File: src/rtl/tx_pkt_pkg.sv
package tx_pkt_pkg;

    typedef enum logic [1:0] {
        ST_IDLE = 2'd0,
        ST_OPEN = 2'd1,
        ST_DROP = 2'd2
    } frm_state_e;

    // Doublewords carried by the final beat: ceil((8 - empty) / 4)
    function automatic logic [1:0] tail_dwords(input logic [2:0] empty_bytes);
        logic [3:0] t;
        t = 4'd11 - {1'b0, empty_bytes};
        return t[3:2];
    endfunction

endpackage

File: src/rtl/tx_pkt_framer.sv
module tx_pkt_framer
    import tx_pkt_pkg::*;
#(
    parameter int MAX_BEATS = 8,
    parameter logic [5:0] RESP_CODE = 6'h30,
    localparam int BW  = $clog2(MAX_BEATS + 1),
    localparam int DWW = $clog2(2 * MAX_BEATS + 1)
) (
    input  logic           clk,
    input  logic           rst_n,
    input  logic           space_ok,
    input  logic           dat_en,
    input  logic [63:0]    dat,
    input  logic           sop,
    input  logic           eop,
    input  logic [2:0]     empty,
    output logic           wr_reject,
    output logic           open_next,
    output logic           beat_we,
    output logic [BW-1:0]  wr_idx,
    output logic [63:0]    beat_data,
    output logic           commit,
    output logic           commit_write,
    output logic [DWW-1:0] commit_dwords,
    output logic [BW-1:0]  commit_beats
);

    frm_state_e     state_q, state_d;
    logic [BW-1:0]  idx_q, idx_d;
    logic           write_q, write_d;
    logic [DWW-1:0] dw_q, dw_d;
    logic           rej_q, rej_d;
    logic           hdr_write;

    assign hdr_write = (dat[5:0] != RESP_CODE);
    assign open_next = (state_d == ST_OPEN);
    assign wr_reject = rej_q;

    // State register
    always_ff @(posedge clk) begin
        if (!rst_n) begin
            state_q <= ST_IDLE;
            idx_q   <= '0;
            write_q <= 1'b0;
            dw_q    <= '0;
            rej_q   <= 1'b0;
        end else begin
            state_q <= state_d;
            idx_q   <= idx_d;
            write_q <= write_d;
            dw_q    <= dw_d;
            rej_q   <= rej_d;
        end
    end

    // Transitions and beat outputs
    always_comb begin
        state_d       = state_q;
        idx_d         = idx_q;
        write_d       = write_q;
        dw_d          = dw_q;
        rej_d         = 1'b0;
        beat_we       = 1'b0;
        wr_idx        = idx_q;
        beat_data     = dat;
        commit        = 1'b0;
        commit_write  = write_q;
        commit_dwords = dw_q;
        commit_beats  = idx_q + BW'(1);
        unique case (state_q)
            ST_IDLE: begin
                wr_idx = '0;
                if (dat_en && sop) begin
                    if (!space_ok) begin
                        rej_d   = 1'b1;
                        state_d = eop ? ST_IDLE : ST_DROP;
                    end else begin
                        beat_we   = 1'b1;
                        beat_data = hdr_write ? dat : {32'h0, dat[31:0]};
                        write_d   = hdr_write;
                        dw_d      = '0;
                        if (eop) begin
                            commit        = 1'b1;
                            commit_write  = hdr_write;
                            commit_dwords = '0;
                            commit_beats  = BW'(1);
                        end else begin
                            state_d = ST_OPEN;
                            idx_d   = BW'(1);
                        end
                    end
                end else if (dat_en && eop) begin
                    rej_d = 1'b1;
                end
            end
            ST_OPEN: begin
                if (dat_en) begin
                    if (sop || (idx_q == BW'(MAX_BEATS))) begin
                        rej_d   = 1'b1;
                        state_d = eop ? ST_IDLE : ST_DROP;
                    end else begin
                        beat_we = 1'b1;
                        if (eop) begin
                            commit        = 1'b1;
                            commit_dwords = dw_q + DWW'(tail_dwords(empty));
                            state_d       = ST_IDLE;
                        end else begin
                            dw_d  = dw_q + DWW'(2);
                            idx_d = idx_q + BW'(1);
                        end
                    end
                end
            end
            ST_DROP: begin
                if (dat_en && eop) state_d = ST_IDLE;
            end
            default: state_d = ST_IDLE;
        endcase
    end


    wait_hold_chk: assert property (@(posedge clk) disable iff (!rst_n)
        !dat_en |=> ($stable(state_q) && !wr_reject));


    keep_open_chk: assert property (@(posedge clk) disable iff (!rst_n)
        (state_q == ST_OPEN && dat_en && !sop && !eop && idx_q < BW'(MAX_BEATS))
        |=> (state_q == ST_OPEN && !wr_reject));


    late_start_chk: assert property (@(posedge clk) disable iff (!rst_n)
        (state_q == ST_IDLE && dat_en && sop && !space_ok) |=> wr_reject);


    nested_start_chk: assert property (@(posedge clk) disable iff (!rst_n)
        (state_q == ST_OPEN && dat_en && sop) |=> (wr_reject && state_q != ST_OPEN));


    dword_bound_chk: assert property (@(posedge clk) disable iff (!rst_n)
        commit |-> (int'(commit_dwords) <= 2 * (int'(commit_beats) - 1)));

endmodule

File: src/rtl/tx_pkt_store.sv
module tx_pkt_store #(
    parameter int SLOTS = 4,
    parameter int MAX_BEATS = 8,
    localparam int BW  = $clog2(MAX_BEATS + 1),
    localparam int DWW = $clog2(2 * MAX_BEATS + 1),
    localparam int CW  = $clog2(SLOTS + 1),
    localparam int PW  = (SLOTS > 1) ? $clog2(SLOTS) : 1,
    localparam int AW  = $clog2(SLOTS * MAX_BEATS)
) (
    input  logic           clk,
    input  logic           rst_n,
    input  logic           beat_we,
    input  logic [BW-1:0]  wr_idx,
    input  logic [63:0]    beat_data,
    input  logic           commit,
    input  logic           commit_write,
    input  logic [DWW-1:0] commit_dwords,
    input  logic [BW-1:0]  commit_beats,
    output logic [CW-1:0]  count_next,
    output logic           out_valid,
    output logic [63:0]    out_data,
    output logic           out_first,
    output logic           out_last,
    output logic           out_write,
    output logic [DWW-1:0] out_dwords,
    input  logic           out_take
);

    logic [63:0]    mem [SLOTS * MAX_BEATS];
    logic           desc_write [SLOTS];
    logic [DWW-1:0] desc_dw    [SLOTS];
    logic [BW-1:0]  desc_beats [SLOTS];

    logic [PW-1:0]  wr_ptr, rd_ptr;
    logic [BW-1:0]  rd_beat;
    logic [CW-1:0]  count_q;
    logic [AW-1:0]  wa, ra;
    logic           pop_last;

    function automatic logic [PW-1:0] ptr_inc(input logic [PW-1:0] p);
        return (p == PW'(SLOTS - 1)) ? '0 : p + PW'(1);
    endfunction

    assign wa = AW'(wr_ptr) * AW'(MAX_BEATS) + AW'(wr_idx);
    assign ra = AW'(rd_ptr) * AW'(MAX_BEATS) + AW'(rd_beat);

    assign out_valid  = (count_q != '0);
    assign out_data   = mem[ra];
    assign out_first  = (rd_beat == '0);
    assign out_last   = (rd_beat == desc_beats[rd_ptr] - BW'(1));
    assign out_write  = desc_write[rd_ptr];
    assign out_dwords = desc_dw[rd_ptr];
    assign pop_last   = out_valid && out_take && out_last;
    assign count_next = count_q + CW'(commit) - CW'(pop_last);

    always_ff @(posedge clk) begin
        if (beat_we) mem[wa] <= beat_data;
        if (commit) begin
            desc_write[wr_ptr] <= commit_write;
            desc_dw[wr_ptr]    <= commit_dwords;
            desc_beats[wr_ptr] <= commit_beats;
        end
    end

    always_ff @(posedge clk) begin
        if (!rst_n) begin
            wr_ptr  <= '0;
            rd_ptr  <= '0;
            rd_beat <= '0;
            count_q <= '0;
        end else begin
            count_q <= count_next;
            if (commit) wr_ptr <= ptr_inc(wr_ptr);
            if (out_valid && out_take) begin
                if (out_last) begin
                    rd_beat <= '0;
                    rd_ptr  <= ptr_inc(rd_ptr);
                end else begin
                    rd_beat <= rd_beat + BW'(1);
                end
            end
        end
    end


    no_overflow_chk: assert property (@(posedge clk) disable iff (!rst_n)
        commit |-> (count_q < CW'(SLOTS)));


    hold_head_chk: assert property (@(posedge clk) disable iff (!rst_n)
        (out_valid && !out_take) |=> (out_valid && $stable(out_data)));


    idle_take_chk: assert property (@(posedge clk) disable iff (!rst_n)
        (!out_valid && !commit) |=> !out_valid);

endmodule

File: src/rtl/tx_pkt_space.sv
module tx_pkt_space #(
    parameter int SLOTS = 4,
    localparam int CW = $clog2(SLOTS + 1)
) (
    input  logic          clk,
    input  logic          rst_n,
    input  logic [CW-1:0] count_next,
    input  logic          open_next,
    output logic          space_avail
);

    logic [CW:0] used;

    assign used = {1'b0, count_next} + (CW + 1)'(open_next);

    always_ff @(posedge clk) begin
        if (!rst_n) space_avail <= 1'b1;
        else        space_avail <= (used < (CW + 1)'(SLOTS));
    end

endmodule

File: src/rtl/tx_pkt_buffer.sv
module tx_pkt_buffer #(
    parameter int SLOTS = 4,
    parameter int MAX_BEATS = 8,
    parameter logic [5:0] RESP_CODE = 6'h30,
    localparam int BW  = $clog2(MAX_BEATS + 1),
    localparam int DWW = $clog2(2 * MAX_BEATS + 1),
    localparam int CW  = $clog2(SLOTS + 1)
) (
    input  logic           clk,
    input  logic           rst_n,
    output logic           space_avail,
    input  logic           dat_en,
    input  logic [63:0]    dat,
    input  logic           sop,
    input  logic           eop,
    input  logic [2:0]     empty,
    output logic           wr_reject,
    output logic           out_valid,
    output logic [63:0]    out_data,
    output logic           out_first,
    output logic           out_last,
    output logic           out_write,
    output logic [DWW-1:0] out_dwords,
    input  logic           out_take
);

    logic           open_next;
    logic           beat_we;
    logic [BW-1:0]  wr_idx;
    logic [63:0]    beat_data;
    logic           commit;
    logic           commit_write;
    logic [DWW-1:0] commit_dwords;
    logic [BW-1:0]  commit_beats;
    logic [CW-1:0]  count_next;

    tx_pkt_framer #(
        .MAX_BEATS (MAX_BEATS),
        .RESP_CODE (RESP_CODE)
    ) u_framer (
        .clk           (clk),
        .rst_n         (rst_n),
        .space_ok      (space_avail),
        .dat_en        (dat_en),
        .dat           (dat),
        .sop           (sop),
        .eop           (eop),
        .empty         (empty),
        .wr_reject     (wr_reject),
        .open_next     (open_next),
        .beat_we       (beat_we),
        .wr_idx        (wr_idx),
        .beat_data     (beat_data),
        .commit        (commit),
        .commit_write  (commit_write),
        .commit_dwords (commit_dwords),
        .commit_beats  (commit_beats)
    );

    tx_pkt_store #(
        .SLOTS     (SLOTS),
        .MAX_BEATS (MAX_BEATS)
    ) u_store (
        .clk           (clk),
        .rst_n         (rst_n),
        .beat_we       (beat_we),
        .wr_idx        (wr_idx),
        .beat_data     (beat_data),
        .commit        (commit),
        .commit_write  (commit_write),
        .commit_dwords (commit_dwords),
        .commit_beats  (commit_beats),
        .count_next    (count_next),
        .out_valid     (out_valid),
        .out_data      (out_data),
        .out_first     (out_first),
        .out_last      (out_last),
        .out_write     (out_write),
        .out_dwords    (out_dwords),
        .out_take      (out_take)
    );

    tx_pkt_space #(
        .SLOTS (SLOTS)
    ) u_space (
        .clk         (clk),
        .rst_n       (rst_n),
        .count_next  (count_next),
        .open_next   (open_next),
        .space_avail (space_avail)
    );


    reset_space_chk: assert property (@(posedge clk)
        !rst_n |=> (space_avail && !out_valid && !wr_reject));

endmodule

File: config.mk
export PLATFORM = sky130hd
export DESIGN_NAME = tx_pkt_buffer
export DESIGN_NICKNAME = d
export VERILOG_FILES = /design/src/rtl/tx_pkt_pkg.sv /design/src/rtl/tx_pkt_framer.sv /design/src/rtl/tx_pkt_store.sv /design/src/rtl/tx_pkt_space.sv /design/src/rtl/tx_pkt_buffer.sv
export SDC_FILE = /design/constraint.sdc
export NUM_CORES = 2
export LEC_CHECK = 0
export BUFFER_PORTS_ARGS = -buffer_cell sky130_fd_sc_hd__buf_2
export CELL_PAD_IN_SITES_DETAIL_PLACEMENT = 1
export CELL_PAD_IN_SITES_GLOBAL_PLACEMENT = 1
export CORE_MARGIN = 2
export CORE_UTILIZATION = 30
export DETAILED_ROUTE_END_ITERATION = 8
export PLACE_DENSITY_LB_ADDON = 0.1
export REMOVE_ABC_BUFFERS = 1
export SETUP_SLACK_MARGIN = 0.4
export SLEW_MARGIN = 30
export SYNTH_ARGS = -nofsm -noshare
export SYNTH_HDL_FRONTEND = slang
export SYNTH_HIERARCHICAL = 1
export SYNTH_SLANG_ARGS = --single-unit
File: constraint.sdc
create_clock -name clk -period 6.1 [get_ports clk]
set_input_delay 0.61 -clock clk [delete_from_list [all_inputs] [get_ports clk]]
set_output_delay 0.61 -clock clk [all_outputs]
set_load 0.05 [all_outputs]
==> impl_metrics.tcl <==
set metrics [dict create \
    htree_levels 4 \
    pin_count 148 \
    p_int_mw 24.3 \
    period_needed_ns 4.80 \
    p_sw_share_pct 22.0 \
    crit_slowest_cell "dfxtp_4" \
    rr_worst_depth 7 \
    max_stage_delay_ns 0.85 \
    insertion_delay_ns 0.88 \
    status "complete, no violations" \
    pwr_density_cell_nw_per_um2 330 \
    setup.worst_path.start "u_store/rd_beat[0]$_SDFFE_PN0P_" \
    multi_input_area_sq_um 17500 \
    drive_above_1_share_pct 36.0 \
    holdPathStages 2 \
    drtAntennaViolNets 0 \
    crit_end "out_data[50]" \
    initial_core_util_pct 30.1 \
    area_delta_synth_final_pct 16.3 \
    track_usage_pct 16.6 \
    ff_latch_area_sq_um 63200 \
    skew_ns 0.0420 \
    place_hpwl_microns 116000 \
    wl_microns 230000 \
    timing.rr.start "u_framer/state_q[0]$_SDFF_PN0_" \
    root_buffer "clkbuf_16" \
    grt_pass1_wl_microns 324000 \
    fmax_ghz 0.209 \
    final_cell_mix "2088 x edfxtp_1, 650 x mux4_2, 241 x clkbuf_16" \
    hold-worst-slack_ns 0.118 \
    yosysSeqAreaShare_pct 77.7 \
    drt-initial-drc-count 3099 \
    ys_types 61 \
    synth_async_sr_flop_share_pct 0 \
    drc 0 \
    r2r-end "u_store/mem[3][51]$_DFFE_PP_" \
    io_buffers 145 \
    first_global_vias 40500 \
    p_clk_share_pct 42.9 \
    synthCells 3297 \
    die_area_sq_um 275000 \
    wl_per_cell_microns 31.1 \
    antenna_found_initial 15 \
    power_frac_comb_pct 5.7 \
    routabilityCongestion 0.671 \
    dp_slack_ns 1.69 \
    cts.sinks 2114 \
    seq_power_share_pct 51.4 \
    cts_resized 0 \
    finalSetupViolCount 0 \
    synth_edf_count 2088 \
    die-height_microns 525 \
    layout_commonest_cell "edfxtp_1" \
    dieWidth_microns 525 \
    clk_pin_slew_worst_paths_ns 0.06 \
    synth_ff_type "edfxtp_1" \
    cp_cell_sequence "buf_4, mux4_2, mux4_2, mux2_2, buf_2" \
    crit_arrival_ns 4.19 \
    tightest_slew_ns 1.01 \
    grt_setup_unrepaired "false" \
    grt_max_degree 97 \
    cts_setup_buffers 0 \
    vias 36600 \
    yosys_warnings 6 \
    start_kind "flop" \
    tns_ns 0 \
    vias_per_cell 4.97 \
    min_path_type "input port to flop" \
    hold_viol_final 0 \
    critical_path_class "flop to output pin" \
    critPathRequiredTime_ns 5.49 \
    worstPathMaxFanout 37 \
    row_count 191 \
    cts_buffers 240 \
    static-leakage-power_nw 28.2 \
    regToRegSetupSlack_ns 2.06 \
    maxSlewViolCount 0 \
    placed_area_sq_um 87500 \
    core-area_sq_um 270000 \
    setup_slack_ns 1.30 \
    utilization_pct 35.0 \
    fin_area_sq_um 94600 \
    max-cap-violations 0 \
    synth_area_sq_um 81300 \
    syn_area_per_cell_sq_um 24.7 \
    fin_nets 3706 \
    clock_path_buffers 4 \
    grt_overflow 0 \
    post-route-period-util_pct 78.6 \
    fillers 25700 \
    relSlewSlack_pct 32.3 \
    switchingPower_mw 6.87 \
    dr.pass1.iters 5 \
    cp-end-kind "output pin" \
    cts_tree "done" \
    ys_ff_latch 2114 \
    postCtsHoldBufs 0 \
    crit_top_cell "mux4_2" \
    irDropWorstVdd_mv 0.239 \
]
## layout make-up
class | count | area share [%]
timing repair buffer | 271 | 2.35
multi-input combinational | 969 | 18.5
inverter | 20 | 0.0794
clock inverter | 130 | 0.923
clock buffer | 295 | 6.59
antenna | 1 | 0.00265
tap | 3570 | 4.72
sequential | 2114 | 66.8
## cells by family after synthesis
kind of cell	count (synthesis)	share of synthesized area, %
compound gates	36	0.320
flops	2114	77.7
fa+ha+maj	17	0.271
simple gates	181	1.21
buf+inv	214	1.32
mux	723	19.0
xor+xnor	12	0.129
## worst max-delay path, delay by kind of cell, from the launching register on
family / cells / cell delay (ns)
DFF: 1 / 0.85
muxes: 3 / 1.40
buffers and inverters: 2 / 0.96
## routing by layer
metal | part of all wire (%) | vias up | GRT usage (%)
met3 | 3.9 | 302 | 2.73
met2 | 48 | 636 | 26.8
met5 | 0.027 | - | 0
met1 | 46 | 20800 | 23.8
li1 | - | 14900 | -
met4 | 1.8 | 10 | 3.35
## sequential cells by signal (all words and copies together) (netlist names), named ones only
name,cells
u_store/rd_beat,4
u_framer/idx_q,4
u_store/count_q,3
u_store/mem,2048
u_store/desc_dw,20
u_space/space_avail,1
u_store/rd_ptr,2
u_framer/dw_q,4
u_framer/state_q,2
u_store/desc_beats,16
u_framer/write_q,1
u_store/desc_write,4
u_store/wr_ptr,2
u_framer/wr_reject,1
## how the worst min path moves through the flow
stage,endpoint,from
after floorplan,u_framer/write_q$_SDFFE_PN0P_,u_framer/write_q$_SDFFE_PN0P_
after global placement,u_framer/write_q$_SDFFE_PN0P_,u_framer/write_q$_SDFFE_PN0P_
after detailed placement,u_framer/dw_q[4]$_SDFFE_PN0P_,u_framer/dw_q[4]$_SDFFE_PN0P_
after CTS,u_space/space_avail$_SDFF_PN1_,rst_n
after global routing,u_space/space_avail$_SDFF_PN1_,rst_n
final,u_space/space_avail$_SDFF_PN1_,rst_n
## power groups by stage
stage	sequential, mW	combinational (mW)	clock, mW
3_5_place_dp	16.3	1.83	0
4_1_cts	16.0	1.84	13.8
5_1_grt	16.0	1.92	14.4
2_1_floorplan	16.5	1.81	0
3_3_place_gp	16.3	1.82	0
6_report	16.0	1.78	13.4
## stage by stage
stage | std cells | total power, mW
floorplan | 3103 | 18.3
global placement | 6943 | 18.2
detailed placement | 6944 | 18.2
CTS | 7369 | 31.7
global route | 7370 | 32.3
finish | 7370 | 31.2
## synthesized netlist by cell type (all sizes together) (2+ instances only)
| cell type | instances | area, sq um |
|---|---|---|
| buf | 118 | 711 |
| or3 | 2 | 12.5 |
| a21oi | 9 | 52.6 |
| nor2 | 53 | 209 |
| and2 | 11 | 68.8 |
| xnor2 | 5 | 43.8 |
| xor2 | 7 | 61.3 |
| nand2b | 4 | 25.0 |
| o21ai | 12 | 63.8 |
| nor3b | 2 | 20.0 |
| nor4 | 2 | 12.5 |
| mux2i | 8 | 80.1 |
| and4 | 3 | 26.3 |
| a221oi | 2 | 23.8 |
| and3 | 3 | 18.8 |
| nor3 | 7 | 40.0 |
| edfxtp | 2088 | 62700 |
| inv | 20 | 75.1 |
| mux4 | 650 | 14600 |
| o22ai | 2 | 12.5 |
| nand3 | 15 | 75.1 |
| dfxtp | 26 | 521 |
| o21a | 2 | 15.0 |
| nand3b | 7 | 52.6 |
| clkbuf | 76 | 285 |
| ha | 16 | 200 |
| mux2 | 65 | 732 |
| nand2 | 24 | 97.6 |
| or2 | 2 | 15.0 |
| nor2b | 40 | 250 |
(Power assumes the default switching activity.)
